## config.mk

```make
export PLATFORM = sky130hd
export DESIGN_NAME = burst_col_seq
export DESIGN_NICKNAME = d
export VERILOG_FILES = /design/src/rtl/burst_seq_pkg.sv /design/src/rtl/burst_seq_ctrl.sv /design/src/rtl/burst_seq_dp.sv /design/src/rtl/burst_col_seq.sv
export SDC_FILE = /design/constraint.sdc
export NUM_CORES = 1
export LEC_CHECK = 0
export ABC_CLOCK_PERIOD_IN_PS = 2200
export BUFFER_PORTS_ARGS = -buffer_cell sky130_fd_sc_hd__buf_2
export CORE_MARGIN = 2
export CORE_UTILIZATION = 25
export DETAILED_ROUTE_END_ITERATION = 7
export GPL_ROUTABILITY_DRIVEN = 0
export HOLD_SLACK_MARGIN = 0.06
export SYNTH_ARGS = -nofsm -noshare
export SYNTH_HDL_FRONTEND = slang
export SYNTH_SLANG_ARGS = --single-unit
```

## constraint.sdc

```tcl
create_clock -name clk -period 2.2 [get_ports clk]
set_input_delay 0 -clock clk [delete_from_list [all_inputs] [get_ports clk]]
set_output_delay 0 -clock clk [all_outputs]
set_load 0.02 [all_outputs]
```

## src/rtl/burst_seq_pkg.sv

```systemverilog
package burst_seq_pkg;
  localparam int MAX_BL = 16;
  localparam int BEAT_W = $clog2(MAX_BL);

  typedef enum logic [1:0] {
    LEN2  = 2'b00,
    LEN4  = 2'b01,
    LEN8  = 2'b10,
    LEN16 = 2'b11
  } burstLen_e;

  typedef enum logic {
    ORD_SEQ = 1'b0,
    ORD_XOR = 1'b1
  } burstOrd_e;

  typedef struct packed {
    logic load;
    logic step;
  } ctrlStrobes_t;

  function automatic logic [BEAT_W-1:0] lenMask(input burstLen_e len);
    logic [BEAT_W-1:0] m;
    m = '0;
    for (int b = 0; b < BEAT_W; b++) begin
      if (b <= int'(len)) m[b] = 1'b1;
    end
    return m;
  endfunction
endpackage

```

## src/rtl/burst_seq_ctrl.sv

```systemverilog
module burst_seq_ctrl
  import burst_seq_pkg::*;
(
  input  logic         clk,
  input  logic         rst,
  input  logic         cfgWe,
  input  logic [1:0]   cfgLen,
  input  logic         cfgType,
  input  logic         start,
  output ctrlStrobes_t strb,
  output burstLen_e    curLen,
  output burstOrd_e    curOrd,
  output logic         active,
  output logic         lastBeat
);
  logic [BEAT_W-1:0] remain;
  logic accept;

  assign accept    = start && !active;
  assign strb.load = accept;
  assign strb.step = active;
  assign lastBeat  = active && (remain == '0);

  always_ff @(posedge clk) begin
    if (rst) begin
      curLen <= LEN2;
      curOrd <= ORD_SEQ;
    end else if (cfgWe && !active) begin
      curLen <= burstLen_e'(cfgLen);
      curOrd <= burstOrd_e'(cfgType);
    end
  end

  always_ff @(posedge clk) begin
    if (rst) begin
      active <= 1'b0;
      remain <= '0;
    end else if (accept) begin
      active <= 1'b1;
      remain <= lenMask(curLen);
    end else if (active) begin
      if (remain == '0) active <= 1'b0;
      else remain <= remain - 1'b1;
    end
  end
endmodule

```

## src/rtl/burst_seq_dp.sv

```systemverilog
module burst_seq_dp
  import burst_seq_pkg::*;
#(
  parameter int COL_W = 14
) (
  input  logic             clk,
  input  logic             rst,
  input  ctrlStrobes_t     strb,
  input  burstLen_e        curLen,
  input  burstOrd_e        curOrd,
  input  logic [COL_W-1:0] startCol,
  output logic [COL_W-1:0] colAddr
);
  logic [COL_W-1:0]  baseCol;
  burstLen_e         burstLen;
  burstOrd_e         burstOrd;
  logic [BEAT_W-1:0] beat;
  logic [BEAT_W-1:0] mask;
  logic [BEAT_W-1:0] startOff;
  logic [BEAT_W-1:0] seqOff;
  logic [BEAT_W-1:0] xorOff;
  logic [BEAT_W-1:0] lowBits;

  always_ff @(posedge clk) begin
    if (rst) begin
      baseCol  <= '0;
      burstLen <= LEN2;
      burstOrd <= ORD_SEQ;
      beat     <= '0;
    end else if (strb.load) begin
      baseCol  <= startCol;
      burstLen <= curLen;
      burstOrd <= curOrd;
      beat     <= '0;
    end else if (strb.step) begin
      beat <= beat + 1'b1;
    end
  end

  assign mask     = lenMask(burstLen);
  assign startOff = baseCol[BEAT_W-1:0];
  assign seqOff   = startOff + beat;
  assign xorOff   = startOff ^ beat;

  always_comb begin
    for (int b = 0; b < BEAT_W; b++) begin
      if (mask[b]) lowBits[b] = (burstOrd == ORD_XOR) ? xorOff[b] : seqOff[b];
      else         lowBits[b] = startOff[b];
    end
  end

  generate
    if (COL_W > BEAT_W) begin : g_wide
      assign colAddr = {baseCol[COL_W-1:BEAT_W], lowBits};
    end else begin : g_narrow
      assign colAddr = lowBits[COL_W-1:0];
    end
  endgenerate
endmodule

```

## src/rtl/burst_col_seq.sv

```systemverilog
module burst_col_seq
  import burst_seq_pkg::*;
#(
  parameter int COL_W = 14
) (
  input  logic             clk,
  input  logic             rst,
  input  logic             cfgWe,
  input  logic [1:0]       cfgLen,
  input  logic             cfgType,
  input  logic             start,
  input  logic [COL_W-1:0] startCol,
  output logic             busy,
  output logic             colValid,
  output logic [COL_W-1:0] colAddr,
  output logic             colLast
);
  ctrlStrobes_t strb;
  burstLen_e    curLen;
  burstOrd_e    curOrd;
  logic         active;
  logic         lastBeat;

  burst_seq_ctrl u_ctrl (
    .clk(clk), .rst(rst), .cfgWe(cfgWe), .cfgLen(cfgLen), .cfgType(cfgType),
    .start(start), .strb(strb), .curLen(curLen), .curOrd(curOrd),
    .active(active), .lastBeat(lastBeat)
  );

  burst_seq_dp #(.COL_W(COL_W)) u_dp (
    .clk(clk), .rst(rst), .strb(strb), .curLen(curLen), .curOrd(curOrd),
    .startCol(startCol), .colAddr(colAddr)
  );

  assign busy     = active;
  assign colValid = active;
  assign colLast  = lastBeat;
endmodule

```

==> summary.txt, run 1 <==
Global routing
  – First-pass GRT wire length: 5070 um
  – Gr ovfl total: 0
  – Grt met2 use: 16.9%
  – Initial antenna violation count: 0
  – Vias in the first global route: 1,122
  – Met1 usage in global routing: 12.9%
  – Largest net degree at the start of global routing: 29
  – Met3 Track Usage GR: 4.89%
  – GR peak layer: met2
  – Total track usage: 10.6%

Floorplan
  – Die area: 6210 um^2
  – I/O Pins: 38
  – Die X: 78.8 um
  – Die H: 78.8 um
  – Initial core utilization: 25.6%
  – FP Rows: 27
  – Core area: 5470 um^2

Route
  – Per-cell routed wire length: 10.5 um
  – Initial DRC count: 54
  – Vias: 1,217
  – DRC: 0
  – Total Routed Length: 3030 um
  – Pre-antenna DRT Iters: 4
  – Vias/cell: 4.24
  – Antenna Nets Post-Route: 0

Clocking
  – Cts bufs inserted: 5
  – Clk slew on worst S/H paths: 0.07 ns
  – Worst skew pair latency: 0.28 ns
  – CTS H-tree depth: 2
  – Root Driver: clkbuf_8
  – CTS tree: built
  – Clk sinks: 29
  – Clock Path Buffers: 2
  – Setup Fix Bufs, Post-CTS: 0
  – CTS resizes: 0

Hold path
  – Min-Delay Path Class: input port to flop
  – WHS Path Cells: 4

Synth
  – Yosys warnings: 0
  – Synthesized flop and latch total: 29
  – Synthesized area: 1400 um^2
  – Syn_nets: 197
  – Post-synth cell types: 31
  – Post-synthesis area per instance: 8.28 um^2
  – Post-synthesis instance total: 169
  – Ys async rst share: 0%
  – Sequential cell area fraction in the yosys report: 41.5%
  – Most used DFF post-synth: dfxtp_1
  – Post-synth EDFFs: 0

Timing
  – Slew Limit Fails: 0
  – Hold slack: 0.112 ns
  – RSZ-0062 raised after global routing: no
  – Tmin final: 1.91 ns
  – Final hold violations: 0
  – Fin Clk Skew: 0.00915 ns
  – Crit share post-route: 86.9%
  – # setup viols final: 0
  – Slew margin rel.: 53.5%
  – Fmax achieved: 523 MHz
  – Setup tns final: 0 ns
  – Slew @ Worst Pin: 0.696 ns

Power and ir drop
  – Net Sw Power: 386 uW
  – LEAKAGE: 0.000815 uW
  – Clock share of power: 40.0%
  – Combinational power share: 18.4%
  – Reg power frac: 41.6%
  – Peak supply drop: 0.251 mV
  – Cell Pwr Density: 777 nW/um^2
  – Pint: 1060 uW
  – Switching part of the total: 26.7%

Critical path
  – Buf/Inv on CP: 1
  – Data arrival time of the worst path: 1.91 ns
  – Slowest-stage cell, CP: dfxtp_1
  – Cell Chain, Critical Path: ha_1 > a211oi_1 > or3_1 > a21oi_1 > xor2_1 > buf_2
  – Crit end category: primary output
  – Setup CP Type: flop to primary output
  – Critical path's top delay family: flip-flops
  – Startpoint types: flop
  – Worst path depth: 6
  – FF-to-FF path depth: 4
  – CP max FO: 5
  – Critical Path RT: 2.20 ns
  – Largest incremental delay on the critical path: 0.36 ns

Run status
  – Status: finished clean

Final layout
  – Synthesis-to-finish area growth: 33.0%
  – Final #Nets: 242
  – Final Core Density: 34.0%
  – Ratio of cells with drive above 1 in the final layout: 23.3%
  – Antenna diode count: 0
  – Cell area after layout: 1860 um^2
  – Commonest non-fill, non-tap cell in the layout: nand2_1
  – Most frequent cells in the layout: 38 x nand2_1, 37 x buf_2, 29 x dfxtp_1, 24 x a21oi_1, 17 x dlygate4sd3_1

Placed design
  – Detail Placement HPWL: 2070 um
  – IO buf count: 37
  – Placement Cell Area: 1580 um^2

Run
  – Max-cap violation count: 0
[flip-flops by register name, summed over array words and instances (netlist names)]
register,flops
u_ctrl.active,1
u_dp.beat,4
u_dp.baseCol,14
u_ctrl.curOrd,1
u_dp.burstOrd,1
u_ctrl.remain,4
u_dp.burstLen,2
u_ctrl.curLen,2
[routing by layer]
| layer | routed length (um) | vias to the layer above |
|---|---|---|
| met1 | 1440 | 545 |
| met4 | 30 | 0 |
| li1 | - | 635 |
| met3 | 193 | 6 |
| met2 | 1360 | 31 |
| met5 | 0 | - |
[worst paths after layout]
path | start | end | slack, ns
setup reg to reg | u_ctrl.active$_SDFF_PP0_ | u_ctrl.remain[2]$_SDFFE_PP0P_ | 0.59
setup / recovery | u_dp.beat[1]$_SDFFE_PP0P_ | colAddr[3] | 0.29
hold reg to reg | u_ctrl.curOrd$_SDFFE_PP0P_ | u_dp.burstOrd$_SDFFE_PP0P_ | 0.45
hold / removal | start | u_dp.beat[2]$_SDFFE_PP0P_ | 0.11
[cell type report]
class / instances / area, um^2
Inverter: 4 / 15.0
Tap cell: 72 / 90.1
Multi-Input combinational cell: 116 / 674
Clock buffer: 7 / 86.3
Fill cell: 588 / 3610
Sequential cell: 29 / 581
Timing Repair Buffer: 58 / 385
Clock inverter: 1 / 30.0
[power by group through the flow]
stage | logic [uW] | registers [uW] | clock network, uW
global placement | 243 | 615 | 0
floorplan | 203 | 605 | 0
CTS | 269 | 603 | 597
detailed placement | 245 | 615 | 0
finish | 266 | 602 | 578
global route | 302 | 608 | 626
[synth_stat cells, types with 2 or more instances]
| cell type | count | area [um^2] |
|---|---|---|
| mux2i_1 | 4 | 40.0 |
| buf_4 | 11 | 82.6 |
| nor3_1 | 4 | 20.0 |
| xnor2_1 | 2 | 17.5 |
| buf_2 | 5 | 25.0 |
| nor3b_1 | 2 | 15.0 |
| xor2_1 | 3 | 26.3 |
| ha_1 | 6 | 75.1 |
| a21oi_1 | 24 | 120 |
| nor2_1 | 11 | 41.3 |
| inv_1 | 4 | 15.0 |
| nand2_1 | 38 | 143 |
| dfxtp_1 | 29 | 581 |
| nor2b_1 | 3 | 18.8 |
| o21ai_0 | 5 | 25.0 |
| clkbuf_1 | 3 | 11.3 |
[metrics by stage]
step	cells	setup slack, ns	total power, uW
after floorplan	169	0.593	807
after global placement	262	0.595	858
after detailed placement	262	0.585	860
after CTS	287	0.273	1470
after global routing	287	0.151	1540
final	287	0.288	1450
[cell families after synthesis]
| group | after synthesis | synth area share, % |
|---|---|---|
| buffers and inverters | 24 | 10.4 |
| muxes | 4 | 2.86 |
| DFF | 29 | 41.5 |
| xor gates and xnor gates | 5 | 3.13 |
| AOI/OAI and AO/OA | 35 | 13.9 |
| and+or+nand+nor | 65 | 21.4 |
| adders and majority gates | 7 | 6.79 |
[worst register-to-register path, cell delays in order (launching register included)]
cell and delay, ns:
dfxtp_1 0.45, nor2b_1 0.61, nand2_1 0.18, a21o_1 0.19, a21oi_1 0.10
[what timing repair did]
action	CTS	global route
endpoints found under the setup margin	0	0
hold buffers	17	0
endpoints found under the hold margin	17	0
No activity file was read; power rests on OpenSTA's default activity.
==> run 2: changes to the inputs <==
==> constraint.sdc (replaced) <==
create_clock -name clk -period 2.2 [get_ports clk]
set_input_delay 0 -clock clk [delete_from_list [all_inputs] [get_ports clk]]
set_output_delay 0 -clock clk [all_outputs]
set_load 0.005 [all_outputs]
==> run 2 against run 1 <==
  * Via count is essentially flat
  * Worst setup slack gained 0.026 ns
  * Combinational power shrank 12%
  * Clock-buffer cell count is the same
  * Sequential power is essentially flat
  * Design area shrank 2.0%
==> summary.txt, run 2 (synthesis results as in run 1) <==
Critical path
  – Data arrival time of the worst path: 1.89 ns (was 1.91 ns)
  – RR Startpoint: u_ctrl.active$_SDFF_PP0_ (unchanged)
  – Cell Chain, Critical Path: ha_1 > a211oi_1 > or3_1 > a21oi_1 > xor2_1 > buf_2 (unchanged)
  – Worst Setup SP: u_dp.beat[1]$_SDFFE_PP0P_ (unchanged)
  – Buf/Inv on CP: 1 (unchanged)
  – Critical Path RT: 2.20 ns (about the same)
  – Critical path's top delay family: flip-flops (unchanged)
  – Largest incremental delay on the critical path: 0.35 ns (was 0.36 ns)
  – Setup CP Type: flop to primary output (unchanged)
  – Startpoint types: flop (unchanged)
  – CP max FO: 5 (unchanged)
  – Slowest-stage cell, CP: dfxtp_1 (unchanged)
  – Crit end category: primary output (unchanged)

Timing
  – Setup tns final: 0 ns (unchanged)
  – Fin Clk Skew: 0.00558 ns (was 0.00915 ns)
  – Final hold violations: 0 (unchanged)
  – # setup viols final: 0 (unchanged)
  – Tmin final: 1.89 ns (was 1.91 ns)
  – Slew Limit Fails: 0 (unchanged)
  – Worst setup margin: 0.314 ns (was 0.288 ns)
  – Slew @ Worst Pin: 0.569 ns (was 0.696 ns)
  – Crit share post-route: 85.7% (was 86.9%)
  – Fmax achieved: 530 MHz (was 523 MHz)
  – Slew margin rel.: 62.1% (was 53.5%)
  – RSZ-0062 raised after global routing: no (unchanged)

Floorplan
  – FP Rows: 27 (unchanged)
  – Die X: 78.8 um (unchanged)
  – Core area: 5470 um^2 (unchanged)
  – I/O Pins: 38 (unchanged)
  – Die area: 6210 um^2 (unchanged)
  – Die H: 78.8 um (unchanged)
  – Initial core utilization: 25.6% (unchanged)

Run status
  – Status: finished clean (unchanged)

Final layout
  – Final #Nets: 241 (was 242)
  – Max reg flops: 14 (unchanged)
  – Largest regs: u_dp.baseCol: 14 flops, u_ctrl.remain: 4 flops, u_dp.beat: 4 flops (unchanged)
  – Commonest non-fill, non-tap cell in the layout: nand2_1 (unchanged)
  – Synthesis-to-finish area growth: 30.3% (was 33.0%)
  – Final Core Density: 33.3% (was 34.0%)
  – Fill count: 583 (was 588)
  – Largest Register: u_dp.baseCol (unchanged)
  – Most frequent cells in the layout: 38 x nand2_1, 37 x buf_2, 29 x dfxtp_1, 24 x a21oi_1, 17 x dlygate4sd3_1 (unchanged)
  – Ratio of cells with drive above 1 in the final layout: 22.5% (was 23.3%)
  – Antenna diode count: 0 (unchanged)

Clocking
  – CTS H-tree depth: 2 (unchanged)
  – Setup Fix Bufs, Post-CTS: 0 (unchanged)
  – CTS hold repair buffers: 17 (unchanged)
  – Cts bufs inserted: 5 (unchanged)
  – Clk slew on worst S/H paths: 0.06 ns (was 0.07 ns)
  – Clk sinks: 29 (unchanged)
  – Worst skew pair latency: 0.27 ns (was 0.28 ns)
  – Clock Path Buffers: 2 (unchanged)
  – CTS tree: built (unchanged)
  – Root Driver: clkbuf_8 (unchanged)
  – CTS resizes: 0 (unchanged)

Global routing
  – Largest net degree at the start of global routing: 29 (unchanged)
  – Gr ovfl total: 0 (unchanged)
  – Total track usage: 10.5% (was 10.6%)
  – Initial antenna violation count: 0 (unchanged)
  – Vias in the first global route: 1,179 (was 1,122)
  – First-pass GRT wire length: 5110 um (was 5070 um)

Run
  – Max-cap violation count: 0 (unchanged)

Route
  – DRC: 0 (unchanged)
  – Antenna Nets Post-Route: 0 (unchanged)
  – Per-cell routed wire length: 11.1 um (was 10.5 um)
  – Total Routed Length: 3150 um (was 3030 um)
  – Vias/cell: 4.27 (was 4.24)
  – Initial DRC count: 35 (was 54)
  – Pre-antenna DRT Iters: 4 (unchanged)
  – Vias: 1,218 (was 1,217)

Power and ir drop
  – Peak supply drop: 0.281 mV (was 0.251 mV)
  – Cell Pwr Density: 700 nW/um^2 (was 777 nW/um^2)
  – LEAKAGE: 0.000796 uW (was 0.000815 uW)

Hold path
  – Min-Delay Path Class: input port to flop (unchanged)
  – Hold_sp: start (unchanged)

Placed design
  – Post-place setup slack: 0.625 ns (was 0.585 ns)
  – Detail Placement HPWL: 2100 um (was 2070 um)
  – IO buf count: 37 (unchanged)
==> run 2: cell count changes in the layout (fill, tap and decap cells not counted) <==
cell / delta
buf_4: -1
bufinv_16: -1
==> run 2: through the flow <==
stage               total power (uW)  hold WS (ns)  std cells  instance area, um^2
floorplan                        775         0.136        169                 1400
global placement                 825         0.239        261                 1570
detailed placement               829         0.247        261                 1570
CTS                             1300         0.119        285                 1820
global route                    1360         0.151        285                 1820
finish                          1280         0.126        285                 1820
==> run 2: final cells by class <==
cell class,instances,area (um^2),area share [%]
Multi-Input combinational cell,116,674,37.0
Sequential cell,29,581,31.8
Inverter,4,15.0,0.823
Clock buffer,7,86.3,4.73
Timing Repair Buffer,57,378,20.7
Tap cell,72,90.1,4.94
==> run 2: worst paths after layout <==
check | endpoint | slack (ns) | cells past startpoint
max reg2reg | u_ctrl.remain[3]$_SDFFE_PP0P_ | 0.61 | 4
min | u_dp.beat[0]$_SDFFE_PP0P_ | 0.13 | 4
max | colAddr[3] | 0.31 | 6
min reg2reg | u_dp.baseCol[12]$_SDFFE_PP0P_ | 0.45 | 2
==> run 2: report_power, final <==
part           switching, uW  leakage, uW  internal [uW]  total, uW
logic                    112     0.000514            124        235
registers               38.8     0.000238            565        603
clock network            190    0.0000443            248        437
==> run 2: worst register-to-register path: stages (launching register included) <==
cell,delay (ns)
dfxtp_1,0.60
nor4bb_4,0.32
or2_1,0.25
nor2_1,0.08
a32o_1,0.24
==> run 2: routing by layer <==
layer  wire [um]  track usage, %  part of all wire [%]  vias up
met1        1460            12.0                    46      552
met4          32            2.07                   1.0        0
met3         164            4.43                   5.2        3
met2        1500            18.2                    48       28
met5           0               0                     0        -
li1            -               -                     -      635
